<file path="config.mk">
export PLATFORM = sky130hd
export DESIGN_NAME = pwm_event_shaper
export DESIGN_NICKNAME = d
export VERILOG_FILES = /design/src/rtl/pwm_ev_pkg.sv /design/src/rtl/pwm_cmp_unit.sv /design/src/rtl/pwm_act_select.sv /design/src/rtl/pwm_level_reg.sv /design/src/rtl/pwm_event_shaper.sv
export SDC_FILE = /design/constraint.sdc
export NUM_CORES = 1
export LEC_CHECK = 0
export BUFFER_PORTS_ARGS = -buffer_cell sky130_fd_sc_hd__buf_2
export CORE_UTILIZATION = 31
export CTS_CLUSTER_SIZE = 28
export DETAILED_ROUTE_END_ITERATION = 16
export GPL_TIMING_DRIVEN = 1
export PLACE_DENSITY = 0.88
export SLEW_MARGIN = 20
export SYNTH_ARGS = -nofsm -noshare
export SYNTH_HDL_FRONTEND = slang
export SYNTH_SLANG_ARGS = --single-unit
export TNS_END_PERCENT = 5
</file>
<file path="constraint.sdc">
create_clock -name clk -period 1.04 [get_ports clk]
set_input_delay 0.104 -clock clk [delete_from_list [all_inputs] [get_ports clk]]
set_output_delay 0.104 -clock clk [all_outputs]
set_load 0.01 [all_outputs]
</file>
<file path="src/rtl/pwm_ev_pkg.sv">
package pwm_ev_pkg;
  typedef enum logic [1:0] {
    ACT_KEEP = 2'b00,
    ACT_LOW  = 2'b01,
    ACT_HIGH = 2'b10,
    ACT_FLIP = 2'b11
  } act_e;

  // event index order is also the priority order (0 = strongest)
  localparam int EV_ZERO = 0;
  localparam int EV_PRD  = 1;
  localparam int EV_CMPA = 2;
  localparam int EV_CMPB = 3;
  localparam int EV_NUM  = 4;

  function automatic int ev_lsb(input int idx);
    case (idx)
      EV_ZERO: ev_lsb = 0;
      EV_PRD:  ev_lsb = 2;
      EV_CMPA: ev_lsb = 4;
      default: ev_lsb = 8;
    endcase
  endfunction
endpackage

</file>
<file path="src/rtl/pwm_cmp_unit.sv">
module pwm_cmp_unit #(
  parameter int CNT_W = 16
) (
  input  logic [CNT_W-1:0] count,
  input  logic             count_up,
  input  logic [CNT_W-1:0] value,
  output logic             hit
);
  always_comb hit = count_up && (count == value);
endmodule

</file>
<file path="src/rtl/pwm_act_select.sv">
module pwm_act_select
  import pwm_ev_pkg::*;
#(
  parameter int WORD_W = 16
) (
  input  logic [WORD_W-1:0] word,
  input  logic [EV_NUM-1:0] events,
  output act_e              act
);
  logic [1:0] code [EV_NUM];

  for (genvar g = 0; g < EV_NUM; g++) begin : g_field
    assign code[g] = word[ev_lsb(g) +: 2];
  end

  // walk from weakest to strongest so the strongest effective event wins
  always_comb begin
    act = ACT_KEEP;
    for (int i = EV_NUM - 1; i >= 0; i--) begin
      if (events[i] && (code[i] != 2'b00)) act = act_e'(code[i]);
    end
  end
endmodule

</file>
<file path="src/rtl/pwm_level_reg.sv">
module pwm_level_reg
  import pwm_ev_pkg::*;
(
  input  logic clk,
  input  logic rst_n,
  input  act_e act,
  output logic level
);
  always_ff @(posedge clk or negedge rst_n) begin
    if (!rst_n) level <= 1'b0;
    else begin
      case (act)
        ACT_LOW:  level <= 1'b0;
        ACT_HIGH: level <= 1'b1;
        ACT_FLIP: level <= ~level;
        default:  level <= level;
      endcase
    end
  end


  keep_holds_chk: assert property (@(posedge clk) disable iff (!rst_n)
    (act == ACT_KEEP) |=> $stable(level));
endmodule

</file>
<file path="src/rtl/pwm_event_shaper.sv">
module pwm_event_shaper
  import pwm_ev_pkg::*;
#(
  parameter int CNT_W  = 16,
  parameter int WORD_W = 16
) (
  input  logic              clk,
  input  logic              rst_n,
  input  logic [CNT_W-1:0]  count,
  input  logic              count_up,
  input  logic              at_zero,
  input  logic              at_period,
  input  logic [CNT_W-1:0]  cmp_a,
  input  logic [CNT_W-1:0]  cmp_b,
  input  logic [WORD_W-1:0] act_a,
  input  logic [WORD_W-1:0] act_b,
  output logic              pwm_a,
  output logic              pwm_b
);
  localparam int NCMP = 2;
  localparam int NOUT = 2;

  logic [CNT_W-1:0]  cmp_val [NCMP];
  logic [NCMP-1:0]   cmp_hit;
  logic [WORD_W-1:0] words   [NOUT];
  logic [NOUT-1:0]   levels;
  logic [EV_NUM-1:0] events;

  assign cmp_val[0] = cmp_a;
  assign cmp_val[1] = cmp_b;
  assign words[0]   = act_a;
  assign words[1]   = act_b;

  for (genvar c = 0; c < NCMP; c++) begin : g_cmp
    pwm_cmp_unit #(.CNT_W(CNT_W)) u_cmp (
      .count(count), .count_up(count_up), .value(cmp_val[c]), .hit(cmp_hit[c])
    );
  end

  always_comb begin
    events          = '0;
    events[EV_ZERO] = at_zero;
    events[EV_PRD]  = at_period;
    events[EV_CMPA] = cmp_hit[0];
    events[EV_CMPB] = cmp_hit[1];
  end

  for (genvar k = 0; k < NOUT; k++) begin : g_out
    act_e act;
    pwm_act_select #(.WORD_W(WORD_W)) u_sel (
      .word(words[k]), .events(events), .act(act)
    );
    pwm_level_reg u_lvl (
      .clk(clk), .rst_n(rst_n), .act(act), .level(levels[k])
    );
  end

  assign pwm_a = levels[0];
  assign pwm_b = levels[1];


  reset_low_chk: assert property (@(posedge clk)
    !rst_n |=> (!pwm_a && !pwm_b));

  zero_high_wins_chk: assert property (@(posedge clk) disable iff (!rst_n)
    (at_zero && act_a[1:0] == 2'b10) |=> pwm_a);

  zero_low_wins_chk: assert property (@(posedge clk) disable iff (!rst_n)
    (at_zero && act_b[1:0] == 2'b01) |=> !pwm_b);

  zero_flip_chk: assert property (@(posedge clk) disable iff (!rst_n)
    (at_zero && act_a[1:0] == 2'b11) |=> (pwm_a != $past(pwm_a)));

  quiet_cycle_chk: assert property (@(posedge clk) disable iff (!rst_n)
    (!at_zero && !at_period && !(count_up && count == cmp_a)
     && !(count_up && count == cmp_b)) |=> ($stable(pwm_a) && $stable(pwm_b)));
endmodule

</file>
==> metrics.md, run 1 <==
| Metric | Value |
|---|---|
| Initial antenna violation count | `0` |
| Gr usage total | `22.4%` |
| Crit Path Class | `input pin to register` |
| Synth area leader | `xnor2_1` |
| Max-cap violations | `0` |
| Largest cells by area after synthesis | `xnor2_1 35%, nand2_1 10%, xor2_1 8.0%, dfrtp_1 7.6%, nand4_1 5.7%` |
| Pwr Total | `~0.00097 W` |
| Unique cell type count in the Yosys netlist | `19` |
| Crit path DAT | `around 1600 ps` |
| Post-layout min period | `roughly 1500 ps` |
| Ys Warns | `0` |
| Top_reg_cell synth | `dfrtp_1` |
| TritonCTS Buffers | `3` |
| Routed vias/inst | `between 4 and 5` |
| Share of cells above drive strength 1 | `slightly below 60%` |
| First-pass GRT wire length | `3.52 mm` |
| DRC | `0` |
| Busiest grt layer | `met2` |
| Area Overhead vs Synth | `107%` |
| Max reg flops | `2` |
| Routability cong. | `roughly 0.77` |
| Gate power share | `approximately two thirds` |
| Post-synthesis cell area | `654 µm²` |
| Hold Worst Slack | `~210 ps` |
| Gr ovfl total | `0` |
| Initial Utilization | `between 30 and 40%` |
| Yosys reg bits | `2` |
| # H-tree levels | `1` |
| Pin count of the biggest net entering global routing | `9` |
| Leak pwr | `0.643 nW` |
| DP Area | `approximately 0.0012 mm²` |
| Core area | `just under 0.002 mm²` |
| Antenna cells | `0` |
| Final WL | `between 2 and 3 mm` |
| Hold Path Class | `input pin to asynchronous set/reset pin` |
| Ys async rst share | `100%` |
| Worst Max-Slew Pin Slew | `~270 ps` |
| Setup ws final | `-429 ps` |
| Share of the synthesized area in the top cell type | `34.8%` |
| Met3 usage | `between 6 and 7%` |
| RR Startpoint | `g_out[1].u_lvl.level` |
| PwrDens | `about 700 mW/mm²` |
| Clock skew | `0 ps` |
| Final-stage net count | `270` |
| Top Ports | `87` |
| WL/cell | `12.5 µm` |
| Row count | `16` |
| Hold Vio Cnt, Final | `0` |
| Max frequency | `roughly 680 MHz` |
| Startpoint types | `input pin` |
| Sequential Power Share | `between 10% and 20%` |
| Most common cell after layout, fill and taps aside | `buf_2` |
| HPWL Detailed | `2.10 mm` |
| Root Driver | `clkbuf_4` |
| Antenna-violating nets left | `0` |
| Die height | `approximately 48 µm` |
| CP startpoint | `count[9]` |
| Top reg by flops | `g_out.u_lvl.level` |
| Syn Area/Cell | `~7.4 µm²` |
| Die X | `47.9 µm` |
| Internal | `0.000622 W` |
| Slew headroom | `81.6%` |
| M2 GR Usage | `roughly 45%` |
| DR pass1 iterations | `5` |
| Crit-path max FO | `8` |
| Syn nets | `about 170` |
| DR vias | `a little over 1000` |
| Crit path required time | `1150 ps` |
| Slew Limit Fails | `0` |
| CTS tree | `yes` |
| Switching Share | `about 36%` |
| Maximum resistive drop on vdd | `0.694 mV` |
| Post-synth EDFFs | `0` |
| Post-synthesis sequential area ratio | `between 7 and 8%` |
| Max clock buf depth | `2` |
| Failing checks | `setup timing` |
| Number of global-route vias before repair | `between 900 and 1000` |
| Crit share post-route | `141%` |
| Final Setup Violations | `2` |
| Worst skew pair latency | `between 200 and 250 ps` |
| Psw | `0.000346 W` |
| Registers with the most flip-flops | `g_out.u_lvl.level: 2 flops` |
| Final instance area | `~0.0014 mm²` |
| CTS Sinks | `2` |
| Worst Setup End Kind | `register` |
| Worst-path clk slew | `30 ps` |
| Run status | `finished, violations left` |
| Initial DRC count | `20` |
| RSZ-0062 raised after global routing | `yes` |
| Met1 GRT Util | `23.6%` |
| Most frequent cells in the layout | `60 x buf_2, 21 x xnor2_1, 21 x buf_4` |
| Mapped Cells | `between 80 and 90` |
| Die Footprint | `~0.0023 mm²` |
| Port Buffers | `70` |
| Clock Power Share | `19.2%` |
==> synth_stat cells, types with 4 or more instances <==
library cell / number
xnor2_1: 26
nand2_1: 18
nand4_1: 6
o21ai_0: 6
xor2_1: 6
a21oi_1: 4
==> stage by stage <==
| step | worst slack [ps] | setup TNS (ps) | cells | utilization [%] |
|---|---|---|---|---|
| 4_1_cts | -383 | -712 | 210 | 66.1 |
| 2_1_floorplan | -483 | -966 | 89 | - |
| 5_1_grt | -488 | -953 | 210 | 68.2 |
| 3_3_place_gp | -725 | -1450 | 206 | 60.1 |
| 6_report | -429 | -823 | 210 | 68.2 |
| 3_5_place_dp | -825 | -1640 | 206 | 60.1 |
==> critical path, stage by stage <==
cell and delay [ps]:
buf_2 110, xnor2_1 210, nand4_1 120, or4_4 550, o2111a_1 270, nor3_2 150, a211oi_2 60
==> power by group through the flow <==
| stage | clock [W] | combinational [W] | sequential, W |
|---|---|---|---|
| 2_1_floorplan | 0 | 0.000238 | 0.000139 |
| 3_3_place_gp | 0 | 0.000571 | 0.000127 |
| 3_5_place_dp | 0 | 0.000591 | 0.000126 |
| 4_1_cts | 0.000193 | 0.000630 | 0.000125 |
| 5_1_grt | 0.000199 | 0.000708 | 0.000129 |
| 6_report | 0.000186 | 0.000656 | 0.000125 |
==> cells by family (layout without fill, tap and decap cells) <==
group	count (synthesis)	after routing	share of synthesized area (%)
AOI/OAI and AO/OA	20	20	23.7
xor gates and xnor gates	32	32	42.8
buffers and inverters	3	97	1.91
DFF	2	2	7.65
and+or+nand+nor	32	32	23.9
==> repair_timing <==
item	in CTS	in global routing
hold endpoints to repair	2	0
resized for setup	13	9
buffers inserted	0	0
pin swaps	14	4
endpoints found under the setup margin	2	2
hold buffers	1	0
==> routing by layer <==
metal	routed length [µm]	vias up	share of wire, %
li1	-	509	-
met1	997	459	38
met2	1440	45	55
met3	154	2	5.9
met4	27	0	1.0
met5	0	-	0
==> final timing paths <==
path / to / slack (ps) / cells past startpoint
worst max-delay path: g_out[1].u_lvl.level / -430 / 7
worst min-delay path: g_out[0].u_lvl.level / 210 / 2
worst max register to register: g_out[1].u_lvl.level / 20 / 4
worst min register to register: g_out[1].u_lvl.level / 640 / 3
max in group asynchronous: g_out[1].u_lvl.level / 730 / 2
min in group clk: g_out[0].u_lvl.level / 230 / 4
==> layout make-up <==
cell class	instances	area, µm²
clock buffer	3	22.5
sequential	2	50.0
multi-input combinational	84	654
timing repair buffer	92	584
tap	27	33.8
fill	164	629
inverter	2	7.51
No activity file was read; power rests on OpenSTA's default activity.
==> run 2: changes to the inputs <==
- BUFFER_PORTS_ARGS: -buffer_cell sky130_fd_sc_hd__buf_2 -> -buffer_cell sky130_fd_sc_hd__buf_4
- SLEW_MARGIN: 20 -> default
==> run 2 against run 1 <==
Against the previous run: the flow still finishes with violations (setup timing); power increased by 18%; via count increased by 9.4%; non-clock buffer count unchanged; flip-flop and latch count unchanged; combinational power increased by 25%; routed wire length increased by 37%; worst setup slack got worse by 54 ps.
==> metrics.md, run 2 (same netlist as run 1, synthesis figures left out) <==
| Metric | Value |
|---|---|
| PwrDens | `701 mW/mm² (was 716 mW/mm²)` |
| Registers with the most flip-flops | `g_out.u_lvl.level: 2 flops (unchanged)` |
| DP Area | `0.00137 mm² (was 0.00119 mm²)` |
| Final WL | `3.59 mm (was 2.62 mm)` |
| Max clock buf depth | `2 (unchanged)` |
| Crit path required time | `1190 ps (was 1150 ps)` |
| Slew Limit Fails | `0 (unchanged)` |
| Hold Vio Cnt, Final | `0 (unchanged)` |
| Fill count | `111 (was 164)` |
| Gr usage total | `30.9% (was 22.4%)` |
| Crit-path max FO | `8 (unchanged)` |
| Crit share post-route | `146% (was 141%)` |
| TritonCTS Buffers | `3 (unchanged)` |
| # H-tree levels | `1 (unchanged)` |
| Crit-path slowest cell | `or4_4 (unchanged)` |
| Startpoint types | `input pin (unchanged)` |
| CTS Sinks | `2 (unchanged)` |
| Setup ws final | `-483 ps (was -429 ps)` |
| Row count | `16 (unchanged)` |
| Largest stage delay on the critical path | `600 ps (was 550 ps)` |
| Top Ports | `87 (unchanged)` |
| Area of the multi-input gates | `749 µm² (was 654 µm²)` |
| Root Driver | `clkbuf_4 (unchanged)` |
| Max reg flops | `2 (unchanged)` |
| Failing checks | `setup timing (unchanged)` |
| Initial DRC count | `30 (was 20)` |
| DRC | `0 (unchanged)` |
| Area Overhead vs Synth | `149% (was 107%)` |
| Run status | `finished, violations left (unchanged)` |
| DP Cell Count | `206 (unchanged)` |
| Storage cell area | `50.0 µm² (unchanged)` |
| Routability cong. | `0.692 (was 0.770)` |
| First-pass GRT wire length | `4.66 mm (was 3.52 mm)` |
| Leak pwr | `0.768 nW (was 0.643 nW)` |
| Gr ovfl total | `0 (unchanged)` |
| Worst Max-Slew Pin Slew | `307 ps (was 272 ps)` |
| Clock skew | `0 ps (unchanged)` |
| Number of setup buffers added after CTS | `0 (unchanged)` |
| Post-Place Setup Slack | `-812 ps (was -825 ps)` |
| Hold Path Class | `input pin to asynchronous set/reset pin (unchanged)` |
| Worst-path clk slew | `40 ps (was 30 ps)` |
| Crit Path Class | `input pin to register (unchanged)` |
| Initial antenna violation count | `0 (unchanged)` |
| Finished Layout Cells | `210 (unchanged)` |
| Critical path, cell by cell | `buf_4 > xnor2_2 > nand4_1 > or4_4 > o2111ai_2 > a21oi_2 > a211oi_2 (was buf_2 > xnor2_1 > nand4_1 > or4_4 > o2111a_1 > nor3_2 > a211oi_2)` |
| Worst skew pair latency | `240 ps (about the same)` |
| Pin count of the biggest net entering global routing | `9 (unchanged)` |
| Die height | `47.9 µm (unchanged)` |
| Hold Worst Slack | `196 ps (was 209 ps)` |
| Core area | `0.00198 mm² (unchanged)` |
| Slew headroom | `79.3% (was 81.6%)` |
| WL/cell | `17.1 µm (was 12.5 µm)` |
| Final-stage net count | `270 (unchanged)` |
| Max-cap violations | `0 (unchanged)` |
| Antenna cells | `0 (unchanged)` |
| DR vias | `1110 (was 1015)` |
| Most common cell after layout, fill and taps aside | `buf_4 (was buf_2)` |
| Max frequency | `657 MHz (was 681 MHz)` |
| Most frequent cells in the layout | `73 x buf_4, 18 x nand2_1, 17 x buf_6 (was 60 x buf_2, 21 x xnor2_1, 21 x buf_4)` |
| Final instance area | `0.00163 mm² (was 0.00135 mm²)` |
| CTS tree | `yes (unchanged)` |
| Port Buffers | `70 (unchanged)` |
| Initial Utilization | `33.0% (unchanged)` |
| Worst Setup End Kind | `register (unchanged)` |
| Maximum resistive drop on vdd | `0.552 mV (was 0.694 mV)` |
| RSZ-0062 raised after global routing | `yes (unchanged)` |
| DR pass1 iterations | `4 (was 5)` |
| Crit path DAT | `1670 ps (was 1580 ps)` |
| Die Footprint | `0.00230 mm² (unchanged)` |
| Antenna-violating nets left | `0 (unchanged)` |
| Number of global-route vias before repair | `1072 (was 915)` |
| Share of cells above drive strength 1 | `66.1% (was 59.0%)` |
| Routed vias/inst | `5.29 (was 4.83)` |
| HPWL Detailed | `2.33 mm (was 2.10 mm)` |
| Top reg by flops | `g_out.u_lvl.level (unchanged)` |
| Final Setup Violations | `2 (unchanged)` |
| Die X | `47.9 µm (unchanged)` |
| Post-layout min period | `1520 ps (was 1470 ps)` |
| R2R setup slack | `0 ps (was 20 ps)` |
[run 2: cell counts in the layout (fill, tap and decap cells not counted)]
Identical to the previous run, type by type.
[run 2: final timing paths]
check | cells past startpoint | from | end
max | 7 | cmp_a[7] | g_out[1].u_lvl.level
min | 2 | rst_n | g_out[0].u_lvl.level
max reg2reg | 4 | g_out[0].u_lvl.level | g_out[0].u_lvl.level
min reg2reg | 3 | g_out[1].u_lvl.level | g_out[1].u_lvl.level
max in group asynchronous | 2 | rst_n | g_out[1].u_lvl.level
min in group clk | 4 | act_a[0] | g_out[0].u_lvl.level
[run 2: through the flow]
| step | util [%] | TNS, ps | total power (W) |
|---|---|---|---|
| CTS | 78.2 | -710 | 0.00106 |
| finish | 82.1 | -963 | 0.00114 |
| detailed placement | 68.9 | -1610 | 0.000807 |
| global route | 82.1 | -1000 | 0.00120 |
| global placement | 68.9 | -1470 | 0.000781 |
| floorplan | - | -966 | 0.000377 |
[run 2: worst max-delay path: cells and delay by family]
| kind | cells | cell delay, ps |
|---|---|---|
| and+or+nand+nor | 2 | 710 |
| AOI/OAI and AO/OA | 3 | 540 |
| xor gates and xnor gates | 1 | 190 |
| buffers and inverters | 1 | 120 |
[run 2: metal layers]
metal  GRT usage, %  part of all wire (%)  vias up
li1               -                     -      507
met1           28.8                    30      510
met2           58.4                    57       79
met3           8.30                   7.7       14
met4           20.0                   4.9        0
met5              0                     0        -
[run 2: what timing repair did]
item,CTS,global route
endpoints found under the hold margin,2,0
gates resized for setup,27,14
hold buffers,1,0
endpoints found under the setup margin,2,2
pin swaps,20,14
[run 2: power by group]
part	total [W]	internal, W	switching, W
combinational	0.000821	0.000501	0.000319
clock	0.000191	0.000129	0.0000622
sequential	0.000129	0.000106	0.0000229
[run 2: layout make-up]
cell class	count	area share (%)
timing repair buffer	92	47.0
multi-input combinational	84	46.0
sequential	2	3.07
tap	27	2.08
clock buffer	3	1.38
inverter	2	0.461
